$ cat src/rtl/otp_word_pkg.sv
package otp_word_pkg;
  parameter int DataW = 16;
  parameter int ChkW  = 6;
  parameter int WordW = DataW + ChkW;
  parameter int SynW  = ChkW - 1;

  typedef enum logic [2:0] {
    CmdInit     = 3'd0,
    CmdRead     = 3'd1,
    CmdWrite    = 3'd2,
    CmdReadRaw  = 3'd3,
    CmdWriteRaw = 3'd4
  } otpCmd_e;

  typedef enum logic [3:0] {
    StReset, StInit, StIdle, StRead, StReadWait,
    StWrCheck, StWrWait, StWrite, StError
  } otpState_e;

  parameter logic [1:0] ErrNone   = 2'd0;
  parameter logic [1:0] ErrFixed  = 2'd1;
  parameter logic [1:0] ErrUncorr = 2'd2;
  parameter logic [1:0] ErrBlank  = 2'd3;

  typedef struct packed {
    logic cmdLatch;
    logic cntClr;
    logic cntInc;
    logic arrRead;
    logic capRead;
    logic capOld;
    logic progWord;
    logic rspFire;
  } otpStrobe_t;

  typedef struct packed {
    logic [1:0]       status;
    logic [DataW-1:0] data;
  } eccRes_t;

  // Codeword slot of data bit idx: idx-th non-power-of-two from 3 upward.
  function automatic logic [SynW-1:0] slotOf(int idx);
    int n = 0;
    logic [SynW-1:0] r = '0;
    for (int q = 3; q < (1 << SynW); q++) begin
      if ((q & (q - 1)) != 0) begin
        if (n == idx) r = SynW'(q);
        n++;
      end
    end
    return r;
  endfunction

  function automatic logic [SynW-1:0] synOf(logic [DataW-1:0] d);
    logic [SynW-1:0] s = '0;
    for (int i = 0; i < DataW; i++) begin
      if (d[i]) s = s ^ slotOf(i);
    end
    return s;
  endfunction

  function automatic logic [WordW-1:0] eccEncode(logic [DataW-1:0] d);
    logic [SynW-1:0] c;
    c = synOf(d);
    return {(^d) ^ (^c), c, d};
  endfunction

  function automatic eccRes_t eccDecode(logic [WordW-1:0] w);
    eccRes_t         r;
    logic [SynW-1:0] syn;
    logic            hit;
    syn      = synOf(w[DataW-1:0]) ^ w[WordW-2:DataW];
    r.data   = w[DataW-1:0];
    r.status = ErrNone;
    hit      = 1'b0;
    if (^w) begin
      for (int i = 0; i < DataW; i++) begin
        if (syn == slotOf(i)) begin
          r.data[i] = ~w[i];
          hit       = 1'b1;
        end
      end
      // overall-bit or check-bit fault still leaves data intact
      if (hit || ((syn & (syn - 1'b1)) == '0)) r.status = ErrFixed;
      else r.status = ErrUncorr;
    end else if (syn != '0) begin
      r.status = ErrUncorr;
    end
    return r;
  endfunction
endpackage

$ cat src/rtl/otp_word_ctrl_fsm.sv
module otp_word_ctrl_fsm
  import otp_word_pkg::*;
(
  input  logic       clk,
  input  logic       rstN,
  input  logic       reqValid,
  input  logic [2:0] reqCmd,
  input  logic       cntLast,
  input  logic       rdUncorr,
  output logic       reqReady,
  output otpStrobe_t strobe,
  output logic       fatalAlert
);
  otpState_e state, nxt;

  always_comb begin
    nxt    = state;
    strobe = '0;
    case (state)
      StReset: if (reqValid && reqCmd == CmdInit) nxt = StInit;
      StInit: begin
        strobe.rspFire = 1'b1;
        nxt            = StIdle;
      end
      StIdle: if (reqValid) begin
        case (reqCmd)
          CmdRead, CmdReadRaw: begin
            strobe.cmdLatch = 1'b1;
            strobe.cntClr   = 1'b1;
            nxt             = StRead;
          end
          CmdWrite, CmdWriteRaw: begin
            strobe.cmdLatch = 1'b1;
            strobe.cntClr   = 1'b1;
            nxt             = StWrCheck;
          end
          default: nxt = StIdle;
        endcase
      end
      StRead: begin
        strobe.arrRead = 1'b1;
        nxt            = StReadWait;
      end
      StReadWait: begin
        strobe.capRead = 1'b1;
        if (rdUncorr || cntLast) begin
          strobe.rspFire = 1'b1;
          nxt            = StIdle;
        end else begin
          strobe.cntInc = 1'b1;
          nxt           = StRead;
        end
      end
      StWrCheck: begin
        strobe.arrRead = 1'b1;
        nxt            = StWrWait;
      end
      StWrWait: begin
        strobe.capOld = 1'b1;
        if (cntLast) begin
          strobe.cntClr = 1'b1;
          nxt           = StWrite;
        end else begin
          strobe.cntInc = 1'b1;
          nxt           = StWrCheck;
        end
      end
      StWrite: begin
        strobe.progWord = 1'b1;
        if (cntLast) begin
          strobe.rspFire = 1'b1;
          nxt            = StIdle;
        end else begin
          strobe.cntInc = 1'b1;
        end
      end
      StError: nxt = StError;
      default: nxt = StError;
    endcase
  end

  always_ff @(posedge clk or negedge rstN) begin
    if (!rstN) state <= StReset;
    else       state <= nxt;
  end

  assign reqReady   = (state == StReset) || (state == StIdle);
  assign fatalAlert = (state == StError);

  assert_reset_hold_R1: assert property (@(posedge clk) disable iff (!rstN)
    (state == StReset && !(reqValid && reqCmd == CmdInit)) |=> state == StReset);
  assert_read_stops_R7: assert property (@(posedge clk) disable iff (!rstN)
    (state == StReadWait && rdUncorr) |=> state == StIdle);
  assert_error_sticky_R12: assert property (@(posedge clk) disable iff (!rstN)
    (state == StError) |=> (state == StError && fatalAlert));
endmodule

$ cat src/rtl/otp_word_ctrl_dp.sv
module otp_word_ctrl_dp
  import otp_word_pkg::*;
#(
  parameter int AddrW = 6,
  parameter int SizeW = 2
) (
  input  logic                     clk,
  input  logic                     rstN,
  input  otpStrobe_t               strobe,
  input  logic [2:0]               reqCmd,
  input  logic [AddrW-1:0]         reqAddr,
  input  logic [SizeW-1:0]         reqSize,
  input  logic [(1<<SizeW)*DataW-1:0] reqWdata,
  output logic                     cntLast,
  output logic                     rdUncorr,
  output logic                     rspValid,
  output logic [1:0]               rspErr,
  output logic [(1<<SizeW)*WordW-1:0] rspData
);
  localparam int Depth = 1 << AddrW;
  localparam int Burst = 1 << SizeW;

  logic [WordW-1:0] mem [Depth];
  logic [WordW-1:0] arrQ;
  logic [WordW-1:0] rdBuf [Burst];
  logic [WordW-1:0] oldBuf [Burst];
  logic [DataW-1:0] wrBuf [Burst];
  logic [AddrW-1:0] baseQ;
  logic [SizeW-1:0] sizeQ, cnt;
  logic             eccQ;
  logic [1:0]       errQ;
  logic             rspValidQ;

  logic [AddrW-1:0] curAddr;
  logic [WordW-1:0] oldWord, newWord;
  logic             blocked;
  eccRes_t          dec;

  function automatic logic [1:0] worst(logic [1:0] a, logic [1:0] b);
    return (a > b) ? a : b;
  endfunction

  always_comb begin
    curAddr  = baseQ + AddrW'(cnt);
    oldWord  = oldBuf[cnt];
    newWord  = eccQ ? eccEncode(wrBuf[cnt]) : {{ChkW{1'b0}}, wrBuf[cnt]};
    blocked  = eccQ && ((oldWord & newWord) != oldWord);
    dec      = eccDecode(arrQ);
    rdUncorr = eccQ && (dec.status == ErrUncorr);
    cntLast  = (cnt == sizeQ);
  end

  always_ff @(posedge clk or negedge rstN) begin
    if (!rstN) begin
      for (int i = 0; i < Depth; i++) mem[i] <= '0;
      for (int i = 0; i < Burst; i++) begin
        rdBuf[i]  <= '0;
        oldBuf[i] <= '0;
        wrBuf[i]  <= '0;
      end
      arrQ      <= '0;
      baseQ     <= '0;
      sizeQ     <= '0;
      cnt       <= '0;
      eccQ      <= 1'b0;
      errQ      <= ErrNone;
      rspValidQ <= 1'b0;
    end else begin
      rspValidQ <= strobe.rspFire;
      if (strobe.cntClr)      cnt <= '0;
      else if (strobe.cntInc) cnt <= cnt + 1'b1;
      if (strobe.arrRead) arrQ <= mem[curAddr];
      if (strobe.capOld)  oldBuf[cnt] <= arrQ;
      if (strobe.cmdLatch) begin
        baseQ <= reqAddr;
        sizeQ <= reqSize;
        eccQ  <= (reqCmd == CmdRead) || (reqCmd == CmdWrite);
        errQ  <= ErrNone;
        for (int i = 0; i < Burst; i++) begin
          rdBuf[i] <= '0;
          wrBuf[i] <= reqWdata[i*DataW +: DataW];
        end
      end else if (strobe.capRead) begin
        rdBuf[cnt] <= eccQ ? {{ChkW{1'b0}}, dec.data} : arrQ;
        if (eccQ) errQ <= worst(errQ, dec.status);
      end else if (strobe.progWord) begin
        if (blocked) errQ <= worst(errQ, ErrBlank);
        else         mem[curAddr] <= oldWord | newWord;
      end
    end
  end

  for (genvar g = 0; g < Burst; g++) begin : g_pack
    assign rspData[g*WordW +: WordW] = rdBuf[g];
  end
  assign rspValid = rspValidQ;
  assign rspErr   = errQ;

  assert_cnt_clear_R9: assert property (@(posedge clk) disable iff (!rstN)
    strobe.cntClr |=> cnt == '0);
  assert_raw_no_status_R8: assert property (@(posedge clk) disable iff (!rstN)
    (strobe.capRead && !eccQ) |=> $stable(errQ));
  assert_keeps_bits_R4: assert property (@(posedge clk) disable iff (!rstN)
    strobe.progWord |=> ((mem[$past(curAddr)] & $past(oldWord)) == $past(oldWord)));
  assert_single_pulse_R11: assert property (@(posedge clk) disable iff (!rstN)
    rspValidQ |=> !rspValidQ);
endmodule

$ cat src/rtl/otp_word_ctrl.sv
module otp_word_ctrl
  import otp_word_pkg::*;
#(
  parameter int AddrW = 6,
  parameter int SizeW = 2
) (
  input  logic                        clk,
  input  logic                        rstN,
  input  logic                        reqValid,
  output logic                        reqReady,
  input  logic [2:0]                  reqCmd,
  input  logic [AddrW-1:0]            reqAddr,
  input  logic [SizeW-1:0]            reqSize,
  input  logic [(1<<SizeW)*DataW-1:0] reqWdata,
  output logic                        rspValid,
  output logic [1:0]                  rspErr,
  output logic [(1<<SizeW)*WordW-1:0] rspData,
  output logic                        fatalAlert
);
  otpStrobe_t strobe;
  logic       cntLast, rdUncorr;

  otp_word_ctrl_fsm u_fsm (
    .clk(clk), .rstN(rstN), .reqValid(reqValid), .reqCmd(reqCmd),
    .cntLast(cntLast), .rdUncorr(rdUncorr), .reqReady(reqReady),
    .strobe(strobe), .fatalAlert(fatalAlert)
  );

  otp_word_ctrl_dp #(.AddrW(AddrW), .SizeW(SizeW)) u_dp (
    .clk(clk), .rstN(rstN), .strobe(strobe), .reqCmd(reqCmd),
    .reqAddr(reqAddr), .reqSize(reqSize), .reqWdata(reqWdata),
    .cntLast(cntLast), .rdUncorr(rdUncorr), .rspValid(rspValid),
    .rspErr(rspErr), .rspData(rspData)
  );
endmodule

$ cat config.mk
export PLATFORM = sky130hd
export DESIGN_NAME = otp_word_ctrl
export DESIGN_NICKNAME = d
export VERILOG_FILES = /design/src/rtl/otp_word_pkg.sv /design/src/rtl/otp_word_ctrl_fsm.sv /design/src/rtl/otp_word_ctrl_dp.sv /design/src/rtl/otp_word_ctrl.sv
export SDC_FILE = /design/constraint.sdc
export NUM_CORES = 2
export LEC_CHECK = 0
export BUFFER_PORTS_ARGS = -buffer_cell sky130_fd_sc_hd__buf_2
export CORE_MARGIN = 3
export CORE_UTILIZATION = 57
export DETAILED_ROUTE_END_ITERATION = 8
export HOLD_SLACK_MARGIN = 0.06
export PLACE_DENSITY_LB_ADDON = 0.05
export SLEW_MARGIN = 20
export SYNTH_ARGS = -nofsm -noshare
export SYNTH_HDL_FRONTEND = slang
export SYNTH_HIERARCHICAL = 1
export SYNTH_SLANG_ARGS = --single-unit
export TNS_END_PERCENT = 10
$ cat constraint.sdc
create_clock -name clk -period 3.8 [get_ports clk]
set_input_delay 0 -clock clk [delete_from_list [all_inputs] [get_ports clk]]
set_output_delay 0 -clock clk [all_outputs]
set_load 0.005 [all_outputs]
* Yosys cells after proc, flatten, opt, wreduce, memory -nomap -nowiden
Cells that the tools add are included.
** Cells by class
- Reductions and logical operators :: 103
- Bitwise operators :: 56
- Eq/ne operators :: 1162
- Magnitude comparators :: 6
- Mux-type cells :: 2190
- $add $sub $neg :: 795
** Operator list (count)
- two-way mux 32 bit :: 825
- adder 32 x 2 -> 32 bit, second input constant :: 792
- == test 32 x 5 -> 1 bit, second input constant :: 600
- == test 32 x 4 -> 1 bit, second input constant :: 300
- == test 32 x 3 -> 1 bit, second input constant :: 150
- two-way mux 5 bit :: 798
- == test 32 x 2 -> 1 bit, second input constant :: 75
- zero test 32 bit :: 75
- bitwise mux 1408 bit :: 1
- two-way mux 4 bit :: 339
- two-way mux 3 bit :: 144
- bitwise mux 88 bit :: 2
- two-way mux 22 bit :: 8
- two-way mux 88 bit :: 2
- bitwise XOR 5 bit :: 31
- binary-select mux 22 bit (select 6 bit) :: 1
- demux 22 bit (select 6 bit) :: 1
- == test 5 bit :: 16
- two-way mux 16 bit :: 3
- binary-select mux 22 bit (select 2 bit) :: 1
- demux 22 bit (select 2 bit) :: 1
- two-way mux 1 bit :: 43
- binary-select mux 16 bit (select 2 bit) :: 1
- one-hot mux 4 bit (8 select lines) :: 1
- 50 further kinds :: 102
** Storage, ports and cells
- Output and inout port bits :: 93
- Input bits :: 78
- Word-level logic and storage cells :: 4396
- Bits in registers :: 1688

* Depth between registers and ports, before layout
- Depth in word-level cells :: 111
- Mapped depth :: 15
- Gate-level depth less buffers :: 13

* Modules after synthesis
Netlist, hierarchy kept.
** Modules (own cells, without submodules)
- otp_word_ctrl_dp :: seq. area each 42140.4 µm², times used 1, area each 74650.3 µm², cells each 5418
- otp_word_ctrl_fsm :: seq. area each 100.1 µm², times used 1, area each 441.7 µm², cells each 53

* Least setup slack after synthesis
No wires, ideal clock.
- Path kind :: flip-flop to flip-flop
- From :: reg u_dp.cnt[1]
- To :: reg u_dp/mem[10] (netlist bit)
- Setup time :: 0.125 ns
- Data required time :: 3.675 ns
- Path slack :: -0.232 ns
- Stages on the path, launching flop included :: 15
- Data arrival time :: 3.907 ns
- Buffers on the path :: 6
- Period minus slack after synthesis :: 4.032 ns
- Cells stage by stage :: dfrtp_1 buf_2 buf_2 clkbuf_1 mux4_2 nor4_1 nor2_1 nor3_1 o2111ai_1 a2111o_1 buf_4 buf_6 o32ai_4 buf_4 mux2_2
** Between the ends
- Longest elaborated chain between the ends :: 43
- Elaborated cells on any way between the ends :: 56
- Those cells by class :: add/sub: 1; order compare: 2; eq/ne: 1; mux: 26; bitwise: 21; reduce/logical: 5
** RTL lines
- start, declared :: line otp_word_ctrl_dp.sv:29 : logic [SizeW-1:0] sizeQ, cnt;
- start signal, assigned :: line otp_word_ctrl_dp.sv:71 : else if (strobe.cntInc) cnt <= cnt + 1'b1;
- NOT 2 -> 3 bit (implied by the code) :: line otp_word_ctrl_dp.sv:45, otp_word_ctrl_dp.sv:46
- binary-select mux 16 bit (select 2 bit) :: line otp_word_ctrl_dp.sv:46 : newWord = eccQ ? eccEncode(wrBuf[cnt]) : {{ChkW{1'b0}}, wrBuf[cnt]};
- two-way mux 16 bit (implied by the code) (2 in a row) :: line otp_word_ctrl_dp.sv:46
- two-way mux 5 bit :: line otp_word_pkg.sv:57 : if (d[i]) s = s ^ slotOf(i);
- bitwise XOR 5 bit :: line otp_word_pkg.sv:57
- two-way mux 5 bit :: line otp_word_pkg.sv:57
- bitwise XOR 5 bit :: line otp_word_pkg.sv:57
- two-way mux 5 bit :: line otp_word_pkg.sv:57
- [26 not listed]
- XOR reduction 5 bit :: line otp_word_pkg.sv:65 : return {(^d) ^ (^c), c, d};
- bitwise XOR 1 bit :: line otp_word_pkg.sv:65
- two-way mux 22 bit :: line otp_word_ctrl_dp.sv:46
- AND 22 bit :: line otp_word_ctrl_dp.sv:47 : blocked = eccQ && ((oldWord & newWord) != oldWord);
- inequality test 22 bit :: line otp_word_ctrl_dp.sv:47
- logical AND 1 bit :: line otp_word_ctrl_dp.sv:47
- NOT 1 bit (no line)
- AND reduction 4 bit (no line)
- end signal, assigned by index :: line otp_word_ctrl_dp.sv:88 : else mem[curAddr] <= oldWord | newWord;
- end, declared :: line otp_word_ctrl_dp.sv:23 : logic [WordW-1:0] mem [Depth];
Parallel ways exist; a longest one is shown, timed or not. The select of a mux whose other input is x is not followed.
A chain may end at the register's enable or synchronous reset.

* Worst setup path after layout
- From :: reg u_dp.cnt[0]
- To :: reg u_dp/mem[431] (netlist bit)
The elaborated chain is that of the path after synthesis.

==> impl_metrics.toml <==
[floorplan]
core_mm2 = 0.130
ios = 171
rows = 132
dieArea_mm2 = 0.136
die_y_um = 369
die_width_um = 369
initial_core_util = 0.577

[clock_network]
numCtsBuffers = 176
cts_sinks = 1688
cts_max_level = 4
cts_tree = "built"
clock-root-buffer = "clkbuf_16"
clk_latency_ns = 0.81
cts.path.max_buffers = 3
clk_pin_slew_ns = 0.07

[synth]
netlist_area_mm2 = 0.0751
syn_avg_cell_area_um2 = 13.7
synth_edf_count = 0
synth.distinct_cells = 58
synthesis.nets = 5558
yosys.area.top_type = "dfrtp_1"
seq_area_frac_synth = 0.563
syn-instance-count = 5471
synth.most_common_cell = "dfrtp_1"
synth_top_area_frac = 0.563
ys_ff_latch = 1688
synth_ff_type = "dfrtp_1"
async_flop_share = 1.00
synth.area.top_cells = "dfrtp_1 (56%), mux2_2 (19%), mux2_1 (4.6%)"
yosysWarnings = 6
synth_common_cells = "dfrtp_1 (1688), mux2_2 (1262), a22oi_1 (352)"

[place]
gp_congestion = 0.951
io_buffer_count = 170
place_inst = 7537
hpwl_um = 153000

[route]
viasPerCell = 6.54
route.top_layer_used = "met5"
met2RoutedLength_um = 116000
routedWlPerCell_um = 30.6
dr_wl_met3_um = 18800
vias = 52674
initialDrtViolationCount = 4820
drt.antenna.violating_nets = 0
routed_wl_um = 247000
drc = 0
first_pass_iters = 5
met1Wirelength_um = 100000

[worst_setup_path]
cp.required_ns = 4.47
reg2reg_to = "u_dp/mem[431]"
rr_worst_depth = 16
r2r_slack_ns = -0.26
critPathCaptureType = "flip-flop"
cp-start-kind = "flip-flop"
reg2reg_from = "u_dp/cnt[0]"
crit_path_start = "u_dp/cnt[0]"
cp.arrival_ns = 4.73
crit_fanout = 17
crit_type = "reg -> reg"

[global_route]
grt_pass1_wl_um = 361000
grt_pass1_vias = 54229
antenna_found_initial = 6
track_usage = 0.356
grt-ovfl-total = 0
grt_start_max_net_pins = 150

[timing]
period_minus_slack_ns = 4.06
finalHoldViolations = 0
rsz0062_at_grt = "true"
slew_headroom = 0.246
period_share = 1.07
fmax_ghz = 0.246
fin_hold_ws_ns = 0.0763
setup_viol = 1409
slew_violations = 0
fin_skew_ns = 0.0251
setup_slack_ns = -0.259
tightest_slew_ns = 1.13

[cells_and_area]
final_layout_size_suffix_gt1_frac = 0.420
fill_cells = 9053
area_delta_synth_final_pct = 22.7
nets = 6263
finalNonFillerCells = 8060
seq_area_mm2 = 0.0422
multi_input_area_mm2 = 0.0313

[run_status]
status = "complete, but fails checks"
violations = "negative setup slack"

[pwr]
total_leakage_power_nw = 43.6
power_density_mw_per_mm2 = 986
ir_worst_vdd_mv = 3.31

[min_path]
min_path_type = "in -> async"

[flow_run]
cap_violations = 0
[routing by layer]
layer / global-route usage / up-vias
li1: - / 21908
met1: 0.476 / 28213
met2: 0.564 / 2034
met3: 0.0738 / 517
met4: 0.161 / 2
met5: 0 / -
[worst max-delay path, cell delays in order, from the launching register on]
cell     delay [ns]
dfrtp_2        0.42
buf_12         0.15
buf_12         0.13
buf_12         0.15
ha_1           0.22
fa_2           0.40
xnor2_2        0.16
buf_6          0.15
nor3_2         0.23
buf_12         0.28
nor2b_1        0.23
buf_4          0.27
nand2_1        0.13
o32ai_4        0.31
buf_12         0.16
buf_12         0.15
mux2_2         0.34
[where the power goes]
part	switching [mW]	internal (mW)
Combinational	31.2	16.9
Clock	7.25	10.0
Sequential	2.77	22.5
Total	41.3	49.5
[repair_timing]
action                     4_1_cts  5_1_grt
cloned                           1       22
setup endpoints to repair     1431     1433
setup buffers                    2       23
resized for setup               16       51
pin swaps                        4       23
hold endpoints to repair      1768        0
hold buffers                   155        0
[how the worst max path moves through the flow]
| stage | end | slack [ns] | depth (start not counted) |
|---|---|---|---|
| finish | u_dp/mem[431] | -0.26 | 16 |
| global route | u_dp/mem[398] | -0.36 | 15 |
| CTS | u_dp/mem[1062] | -0.24 | 12 |
| detailed placement | u_dp/arrQ[6] | -0.38 | 13 |
| global placement | u_dp/arrQ[6] | -0.36 | 13 |
| floorplan | u_dp/mem[1387] | 0.01 | 15 |
[state kept, by name (all words and copies together), names as in the netlist]
register       cells
u_dp/baseQ         6
u_dp/eccQ          1
u_dp/rspData      88
u_dp/rspErr        2
u_dp/oldBuf       88
u_dp/mem        1408
u_fsm/state        4
u_dp/sizeQ         2
u_dp/wrBuf        64
u_dp/rspValid      1
u_dp/cnt           2
u_dp/arrQ         22
[cell usage in the layout, fill, tap and decap left out, types with 36 or more instances in the layout]
| cell | instances |
|---|---|
| a221oi_1 | 167 |
| a22oi_1 | 352 |
| o21ai_0 | 92 |
| o32ai_4 | 48 |
| xor2_1 | 36 |
| a22o_1 | 176 |
| buf_2 | 169 |
| clkbuf_1 | 48 |
| clkbuf_8 | 44 |
| buf_4 | 541 |
| mux4_2 | 38 |
| buf_12 | 176 |
| dfrtp_1 | 1686 |
| mux2_2 | 1260 |
| dlygate4sd3_1 | 154 |
| mux2_1 | 300 |
| nand2_1 | 201 |
| clkbuf_16 | 195 |
| nor2_1 | 60 |
| a31oi_1 | 196 |
[logic make-up after synthesis]
logic type	synth area share
flip-flops	0.563
multiplexers	0.247
AO/OA/AOI/OAI	0.118
buffers and inverters	0.0338
AND/OR/NAND/NOR	0.0246
XOR/XNOR	0.0130
adder cells (fa/ha/maj)	0.00160
[final cells by class]
| type | count | area share |
|---|---|---|
| Multi-Input combinational cell | 3221 | 0.339 |
| Antenna cell | 4 | 0.000109 |
| Sequential cell | 1688 | 0.459 |
| Clock inverter | 44 | 0.00546 |
| Inverter | 20 | 0.000815 |
| Timing Repair Buffer | 1069 | 0.114 |
| Tap cell | 1742 | 0.0237 |
| Clock buffer | 272 | 0.0574 |
[through the flow]
step	TNS (ns)	instance area, um^2	power [mW]	worst slack, ns	util
final	-230.62	92100	90.8	-0.259	0.708
after global routing	-382.60	92100	93.9	-0.360	0.708
after CTS	-179.84	91000	89.5	-0.243	0.699
after detailed placement	-299.65	83500	71.7	-0.384	0.641
after global placement	-280.52	83500	70.9	-0.357	0.641
after floorplan	0	75100	47.1	0.00969	-
(Power assumes the default switching activity.)
